$ cat src/rtl/spd_pkg.sv
package spd_pkg;

  localparam int unsigned SPD_STRAP_W = 3;
  localparam int unsigned SPD_BYTE_W  = 8;

  typedef enum logic [3:0] {
    ST_IDLE,
    ST_DEV,
    ST_DEV_ACK,
    ST_WORD,
    ST_WORD_ACK,
    ST_WDATA,
    ST_WDATA_ACK,
    ST_RDATA,
    ST_RACK
  } spd_state_e;

  // Power-up content of byte idx
  function automatic logic [SPD_BYTE_W-1:0] spd_preload(input int unsigned idx);
    logic [SPD_BYTE_W-1:0] b;
    b = idx[SPD_BYTE_W-1:0];
    return b ^ 8'h5A;
  endfunction

endpackage

$ cat src/rtl/spd_glitch_filter.sv
module spd_glitch_filter #(
  parameter int unsigned FILT_CYC = 3
) (
  input  logic clk,
  input  logic rst,
  input  logic pin_i,
  output logic filt_o
);
  localparam int unsigned CW = (FILT_CYC > 2) ? $clog2(FILT_CYC) : 1;
  localparam logic [CW-1:0] LAST = CW'(FILT_CYC - 1);

  logic          s1, s2;
  logic [CW-1:0] cnt;

  always_ff @(posedge clk) begin
    if (rst) begin
      s1     <= 1'b1;
      s2     <= 1'b1;
      filt_o <= 1'b1;
      cnt    <= '0;
    end else begin
      s1 <= pin_i;
      s2 <= s1;
      if (s2 != filt_o) begin
        if (cnt == LAST) begin
          filt_o <= s2;
          cnt    <= '0;
        end else begin
          cnt <= cnt + 1'b1;
        end
      end else begin
        cnt <= '0;
      end
    end
  end

  // output moves only after the synchronized level has held
  AST_FILT_HOLD: assert property (@(posedge clk) disable iff (rst)
    !$stable(filt_o) |-> ($past(s2) == filt_o) && ($past(s2, 2) == filt_o));

endmodule

$ cat src/rtl/spd_bus_events.sv
module spd_bus_events (
  input  logic clk,
  input  logic rst,
  input  logic scl_f,
  input  logic sda_f,
  output logic scl_rise,
  output logic scl_fall,
  output logic start_ev,
  output logic stop_ev
);
  logic scl_q, sda_q;

  always_ff @(posedge clk) begin
    if (rst) begin
      scl_q    <= 1'b1;
      sda_q    <= 1'b1;
      scl_rise <= 1'b0;
      scl_fall <= 1'b0;
      start_ev <= 1'b0;
      stop_ev  <= 1'b0;
    end else begin
      scl_q    <= scl_f;
      sda_q    <= sda_f;
      scl_rise <= scl_f & ~scl_q;
      scl_fall <= ~scl_f & scl_q;
      start_ev <= scl_f & scl_q & sda_q & ~sda_f;
      stop_ev  <= scl_f & scl_q & ~sda_q & sda_f;
    end
  end

endmodule

$ cat src/rtl/spd_byte_store.sv
module spd_byte_store #(
  parameter int unsigned DEPTH        = 256,
  parameter bit          LOCK_FACTORY = 1'b1,
  localparam int unsigned AW = $clog2(DEPTH)
) (
  input  logic                            clk,
  input  logic                            rst,
  input  logic                            we_i,
  input  logic [AW-1:0]                   waddr_i,
  input  logic [spd_pkg::SPD_BYTE_W-1:0]  wdata_i,
  input  logic [AW-1:0]                   raddr_i,
  output logic [spd_pkg::SPD_BYTE_W-1:0]  rdata_o
);
  logic [spd_pkg::SPD_BYTE_W-1:0] mem [DEPTH];

  initial begin
    for (int i = 0; i < DEPTH; i++) mem[i] = spd_pkg::spd_preload(i);
  end

  always_ff @(posedge clk) begin
    if (we_i) mem[waddr_i] <= wdata_i;
    rdata_o <= mem[raddr_i];
  end

  // no write request may target the locked lower half
  AST_FACTORY_LOCKED: assert property (@(posedge clk) disable iff (rst)
    we_i |-> (!LOCK_FACTORY || waddr_i[AW-1]));

endmodule

$ cat src/rtl/spd_prog_timer.sv
module spd_prog_timer #(
  parameter int unsigned PROG_CYC = 500000
) (
  input  logic clk,
  input  logic rst,
  input  logic kick_i,
  output logic busy_o
);
  localparam int unsigned CW = $clog2(PROG_CYC + 1);
  localparam logic [CW-1:0] LOAD = CW'(PROG_CYC);

  logic [CW-1:0] cnt;

  always_ff @(posedge clk) begin
    if (rst)              cnt <= '0;
    else if (kick_i)      cnt <= LOAD;
    else if (cnt != '0)   cnt <= cnt - 1'b1;
  end

  assign busy_o = (cnt != '0);

  AST_PROG_START: assert property (@(posedge clk) disable iff (rst)
    $past(kick_i) |-> busy_o);

endmodule

$ cat src/rtl/spd_eeprom_slave.sv
module spd_eeprom_slave #(
  parameter int unsigned MEM_DEPTH    = 256,
  parameter int unsigned FILT_CYC     = 3,
  parameter int unsigned PROG_CYC     = 500000,
  parameter bit          LOCK_FACTORY = 1'b1,
  parameter logic [3:0]  DEV_TYPE     = 4'b1010
) (
  input  logic                          clk,
  input  logic                          rst,
  input  logic                          scl_i,
  input  logic                          sda_i,
  input  logic [spd_pkg::SPD_STRAP_W-1:0] strap_i,
  output logic                          sda_oe_o
);
  import spd_pkg::*;

  localparam int unsigned AW = $clog2(MEM_DEPTH);
  localparam int unsigned BW = SPD_BYTE_W;

  logic scl_f, sda_f;
  logic scl_rise, scl_fall, start_ev, stop_ev;
  logic busy, prog_kick;

  spd_glitch_filter #(.FILT_CYC(FILT_CYC)) u_filt_scl (
    .clk(clk), .rst(rst), .pin_i(scl_i), .filt_o(scl_f));
  spd_glitch_filter #(.FILT_CYC(FILT_CYC)) u_filt_sda (
    .clk(clk), .rst(rst), .pin_i(sda_i), .filt_o(sda_f));

  spd_bus_events u_events (
    .clk(clk), .rst(rst), .scl_f(scl_f), .sda_f(sda_f),
    .scl_rise(scl_rise), .scl_fall(scl_fall),
    .start_ev(start_ev), .stop_ev(stop_ev));

  spd_prog_timer #(.PROG_CYC(PROG_CYC)) u_timer (
    .clk(clk), .rst(rst), .kick_i(prog_kick), .busy_o(busy));

  spd_state_e    state;
  logic [3:0]    bitcnt;
  logic [BW-1:0] shreg, txreg;
  logic [AW-1:0] ptr;
  logic          rw_q, wr_seen, mst_ack;
  logic          mem_we;
  logic [AW-1:0] mem_waddr;
  logic [BW-1:0] mem_wdata, rd_q;
  logic          in_factory;

  spd_byte_store #(.DEPTH(MEM_DEPTH), .LOCK_FACTORY(LOCK_FACTORY)) u_store (
    .clk(clk), .rst(rst), .we_i(mem_we), .waddr_i(mem_waddr),
    .wdata_i(mem_wdata), .raddr_i(ptr), .rdata_o(rd_q));

  assign in_factory = LOCK_FACTORY && !ptr[AW-1];

  always_ff @(posedge clk) begin
    if (rst) begin
      state     <= ST_IDLE;
      bitcnt    <= '0;
      shreg     <= '0;
      txreg     <= '0;
      ptr       <= '0;
      rw_q      <= 1'b0;
      wr_seen   <= 1'b0;
      mst_ack   <= 1'b0;
      sda_oe_o  <= 1'b0;
      mem_we    <= 1'b0;
      mem_waddr <= '0;
      mem_wdata <= '0;
      prog_kick <= 1'b0;
    end else begin
      mem_we    <= 1'b0;
      prog_kick <= 1'b0;
      if (start_ev) begin
        sda_oe_o <= 1'b0;
        bitcnt   <= '0;
        state    <= busy ? ST_IDLE : ST_DEV;
      end else if (stop_ev) begin
        sda_oe_o <= 1'b0;
        state    <= ST_IDLE;
        if (wr_seen) prog_kick <= 1'b1;
        wr_seen  <= 1'b0;
      end else begin
        case (state)
          ST_DEV, ST_WORD, ST_WDATA: begin
            if (scl_rise) begin
              shreg  <= {shreg[BW-2:0], sda_f};
              bitcnt <= bitcnt + 1'b1;
            end else if (scl_fall && bitcnt == 4'd8) begin
              sda_oe_o <= 1'b1;
              if (state == ST_DEV) begin
                if (shreg[BW-1:1] == {DEV_TYPE, strap_i}) begin
                  rw_q  <= shreg[0];
                  state <= ST_DEV_ACK;
                end else begin
                  sda_oe_o <= 1'b0;
                  state    <= ST_IDLE;
                end
              end else if (state == ST_WORD) begin
                ptr   <= shreg[AW-1:0];
                state <= ST_WORD_ACK;
              end else begin
                mem_we    <= !in_factory;
                mem_waddr <= ptr;
                mem_wdata <= shreg;
                ptr       <= ptr + 1'b1;
                wr_seen   <= 1'b1;
                state     <= ST_WDATA_ACK;
              end
            end
          end
          ST_DEV_ACK: begin
            if (scl_fall) begin
              bitcnt <= '0;
              if (rw_q) begin
                txreg    <= rd_q;
                sda_oe_o <= ~rd_q[BW-1];
                ptr      <= ptr + 1'b1;
                state    <= ST_RDATA;
              end else begin
                sda_oe_o <= 1'b0;
                state    <= ST_WORD;
              end
            end
          end
          ST_WORD_ACK, ST_WDATA_ACK: begin
            if (scl_fall) begin
              sda_oe_o <= 1'b0;
              bitcnt   <= '0;
              state    <= ST_WDATA;
            end
          end
          ST_RDATA: begin
            if (scl_fall) begin
              if (bitcnt == 4'd7) begin
                sda_oe_o <= 1'b0;
                state    <= ST_RACK;
              end else begin
                txreg    <= {txreg[BW-2:0], 1'b0};
                sda_oe_o <= ~txreg[BW-2];
                bitcnt   <= bitcnt + 1'b1;
              end
            end
          end
          ST_RACK: begin
            if (scl_rise) begin
              mst_ack <= ~sda_f;
            end else if (scl_fall) begin
              bitcnt <= '0;
              if (mst_ack) begin
                txreg    <= rd_q;
                sda_oe_o <= ~rd_q[BW-1];
                ptr      <= ptr + 1'b1;
                state    <= ST_RDATA;
              end else begin
                state <= ST_IDLE;
              end
            end
          end
          default: ;
        endcase
      end
    end
  end

  // nothing is driven during the programming interval
  AST_BUSY_QUIET: assert property (@(posedge clk) disable iff (rst)
    busy |-> !sda_oe_o);

  // the drive enable only moves while the filtered clock is low
  AST_OE_SCL_LOW: assert property (@(posedge clk) disable iff (rst)
    !$stable(sda_oe_o) |-> !scl_f);

endmodule

$ cat config.mk
export PLATFORM = sky130hd
export DESIGN_NAME = spd_eeprom_slave
export DESIGN_NICKNAME = d
export VERILOG_FILES = /design/src/rtl/spd_pkg.sv /design/src/rtl/spd_glitch_filter.sv /design/src/rtl/spd_bus_events.sv /design/src/rtl/spd_byte_store.sv /design/src/rtl/spd_prog_timer.sv /design/src/rtl/spd_eeprom_slave.sv
export SDC_FILE = /design/constraint.sdc
export NUM_CORES = 2
export LEC_CHECK = 0
export ABC_AREA = 1
export BUFFER_PORTS_ARGS = -buffer_cell sky130_fd_sc_hd__buf_2
export CORE_MARGIN = 1.5
export CORE_UTILIZATION = 60
export DETAILED_ROUTE_END_ITERATION = 10
export GPL_ROUTABILITY_DRIVEN = 0
export PLACE_DENSITY = 0.76
export REMOVE_ABC_BUFFERS = 1
export SLEW_MARGIN = 20
export SYNTH_ARGS = -nofsm -noshare
export SYNTH_HDL_FRONTEND = slang
export SYNTH_SLANG_ARGS = --single-unit
$ cat constraint.sdc
create_clock -name clk -period 6.3 [get_ports clk]
set_input_delay 1.26 -clock clk [delete_from_list [all_inputs] [get_ports clk]]
set_output_delay 1.26 -clock clk [all_outputs]
set_load 0.05 [all_outputs]
==> results by group <==
Timing
  – Unrepaired setup endpoints after global routing: no
  – Final setup TNS: 0 ns
  – Setup WS post-layout: 2.41 ns
  – Fin crit share: 0.618
  – Post-route minimum period: 3.89 ns
  – Relative slew slack: 0.155
  – Slew Viols, Final: 0
  – Slew @ Worst Pin: 1.26 ns
  – Fmax: 257 MHz
  – Final Hold Viols: 0
  – Clock Skews: 0.0297 ns
  – Final number of setup-violating endpoints: 0

Setup path
  – R2R Path End: u_store.rdata_o[7]
  – Crit start category: flip-flop
  – Critical Path RT: 7.03 ns
  – Setup Crit Path Kind: flip-flop to flip-flop
  – R2R Path Start: ptr[1]
  – Worst-case reg-to-reg path depth: 13
  – Critical-path maximum fanout: 81
  – Critical Path End Type: flip-flop
  – Flop2flop setup slack: 2.41 ns
  – Worst EP arrival: 4.62 ns

Hold path
  – Hold_sp: u_filt_scl.s1
  – Hold Path End: u_filt_scl.s2
  – Tightest Hold Check Type: flip-flop to flip-flop
  – Hold Path Stages: 1

Place
  – HPWL Detailed: 132,000 um
  – Placement Setup Slack: 2.55 ns
  – PortBufs: 7

Layout
  – Synthesis-to-layout area growth: 8.19%
  – Fill cell instance count of the final layout: 10,700
  – Layout cells sized above 1: 0.0464
  – Nets@finish: 8,156
  – Register area: 63,500 um^2
  – Footprint of the multi-input gates: 21,900 um^2

Clock tree
  – Worst-path clk slew: 0.07 ns
  – Post-cts gate resize count: 0
  – CTS H-tree depth: 4
  – TritonCTS clock tree: built
  – Post-CTS setup buffers: 0
  – Root Driver: clkbuf_16
  – Cts hold-fix bufs: 0
  – CTS Buf Count: 205
  – CTS sink count: 2,144
  – Clk_lat worst skew: 0.84 ns
  – Max Buffers Root-to-Sink: 3

Floorplanning
  – DIE WIDTH: 390 um
  – FP Rows: 141
  – Starting Density: 0.606
  – Overall die height: 390 um
  – Core Area: 148,000 um^2
  – Die area: 152,000 um^2
  – I/O Pins: 8

Logic synthesis
  – Synth area leaders: edfxtp_1 69%, nand2_1 9.0%, nor2_1 5.9%
  – Post-synthesis adder-cell area fraction: 0.000976
  – Syn. warnings: 0
  – Post-synth EDFFs: 2,048
  – Sequential share of the synthesized area: 0.707
  – Mux cell area share after synthesis: 0
  – Top FF cell, synth: edfxtp_1
  – Synthesized flop and latch total: 2,144
  – Mapped cell area: 89,700 um^2
  – XOR/XNOR Fraction of Synth Area: 0.00117
  – Post-Synth Simple-Gate Area: 0.186
  – Area leader, netlist: edfxtp_1
  – Mean Syn Cell Area: 10.8 um^2
  – Synth async-reset ratio: 0
  – Main combinational cell family by area after synthesis: simple AND/OR/NAND/NOR gates
  – Count of cell types in the netlist: 33
  – Gate Count Post-Synth: 8,339
  – Top-area cell type share of the netlist area: 0.686
  – Post-synthesis compound-gate area fraction: 0.0562

Detailed routing
  – Pre-antenna DRT Iters: 9
  – Drt drc: 0
  – Avg Vias per Cell: 6.00
  – Number of routed nets with antenna violations: 0
  – Vias: 61,500
  – Drt wl/cell: 23.1 um
  – DRT iter0 DRCs: 8,702
  – Routed WL: 237,000 um

Power
  – Flop pwr share: 0.443
  – Clk pwr share: 0.333
  – VDD IR max: 0.000314 V
  – Pint: 24.2 mW
  – P_leak: 33.2 nW
  – PD cells: 367 nW/um^2
  – Sw power: 11.4 mW
  – Sw Share: 0.321
  – Combinational group share of total power: 0.224

Global routing
  – Total track usage: 0.311
  – Largest net degree at the start of global routing: 190
  – Vias in the first global route: 59,000
  – Initial antenna violation count: 4
  – First-pass GRT wire length: 357,000 um
  – Congestion Overflow GR: 0

Run
  – Max Cap Viol: 0

Run status
  – Outcome: complete, no violations
## critical path, cell delays in order (launching register included)
cell and delay, ns:
dfxtp_4 0.69, buf_4 0.71, buf_4 0.89, nor2_1 0.09, o21ai_0 0.10, nand3_1 0.09
nand3_1 0.10, nand2_1 0.10, nand2_1 0.08, nand2_1 0.05, nor2_1 0.49, nand2_1 0.10
nand3_1 0.10, nand2_1 0.09
## layout make-up
cell class,instances,area share
clock buffer,277,0.0568
multi-input combinational,5176,0.226
tap,1930,0.0249
antenna,2,0.0000516
sequential,2144,0.654
inverter,541,0.0212
clock inverter,104,0.00923
timing repair buffer,74,0.00812
## layout by cell type (no fill, tap or decap), types with 47 or more instances in the layout
master / netlist / layout
nand2_1: 2143 / 2137
edfxtp_1: 2048 / 2048
nor2_1: 1411 / 1409
nand3_1: 608 / 608
o21ai_0: 581 / 581
inv_1: 535 / 533
clkbuf_16: 0 / 208
a21oi_1: 152 / 152
o211ai_1: 109 / 109
o21ai_1: 97 / 97
dfxtp_1: 96 / 84
clkbuf_1: 211 / 64
buf_4: 18 / 47
## per-layer routing
layer / vias up / routed length [um] / global-route usage
met5: - / 45 / 0
met4: 6 / 11300 / 0.144
met3: 593 / 27900 / 0.0680
met2: 3842 / 110000 / 0.488
met1: 29300 / 88400 / 0.418
li1: 27700 / - / -
## registers in the layout, indices dropped and copies added (netlist names), 2 cells and up
| register | flops |
|---|---|
| u_store.mem | 2048 |
| u_filt_scl.cnt | 2 |
| u_store.rdata_o | 8 |
| u_timer.cnt | 19 |
| mem_wdata | 8 |
| shreg | 8 |
| txreg | 7 |
| bitcnt | 4 |
| mem_waddr | 8 |
| ptr | 8 |
| u_filt_sda.cnt | 2 |
| state | 4 |
## Yosys cell counts (4+ instances only)
master and instances:
and3_1 4, nand3_1 608, inv_2 4, xor2_1 9
o211ai_1 109, o21ai_1 97, nor2_1 1411, edfxtp_1 2048
buf_6 35, buf_2 170, inv_1 535, ha_1 7
nand2_1 2143, clkbuf_1 211, o21ai_0 581, dfxtp_1 96
buf_4 18, a21oi_1 152, a31oi_1 8, or2_2 10
buf_1 42, nand4_1 13, nor3_1 11
## how the worst max path moves through the flow
stage / from / endpoint / slack (ns) / depth (start not counted)
3_3_place_gp: ptr[1] / u_store.rdata_o[7] / 2.60 / 13
3_5_place_dp: ptr[1] / u_store.rdata_o[7] / 2.55 / 13
6_report: ptr[1] / u_store.rdata_o[7] / 2.41 / 13
5_1_grt: ptr[0] / u_store.rdata_o[7] / 2.26 / 15
4_1_cts: ptr[1] / u_store.rdata_o[7] / 2.55 / 13
2_1_floorplan: ptr[0] / u_store.rdata_o[1] / -51.07 / 13
## kinds of logic after synthesis
family / count (synthesis)
AND/OR/NAND/NOR: 4207
flip-flops: 2144
buffers and inverters: 1019
AO/OA/AOI/OAI: 950
XOR/XNOR: 12
adder cells (fa/ha/maj): 7
## power groups by stage
stage          sequential, mW  combinational, mW  clock [mW]
5_1_grt                  15.8               8.68        12.4
3_5_place_dp             16.1               7.72           0
4_1_cts                  15.8               7.79        11.9
2_1_floorplan            16.4               5.32           0
3_3_place_gp             16.1               7.56           0
6_report                 15.8               7.99        11.9
## per-stage QoR
step | util | total power, mW | hold WS (ns) | instance area (um^2) | instances
3_3_place_gp | 0.612 | 23.6 | 0.395 | 90600 | 9865
6_report | 0.656 | 35.6 | 0.409 | 97100 | 10200
4_1_cts | 0.656 | 35.5 | 0.412 | 97000 | 10200
3_5_place_dp | 0.612 | 23.8 | 0.399 | 90600 | 9865
5_1_grt | 0.656 | 36.9 | 0.420 | 97000 | 10200
2_1_floorplan | - | 21.8 | 0.389 | 87300 | 7861
No activity file was read; power rests on OpenSTA's default activity.
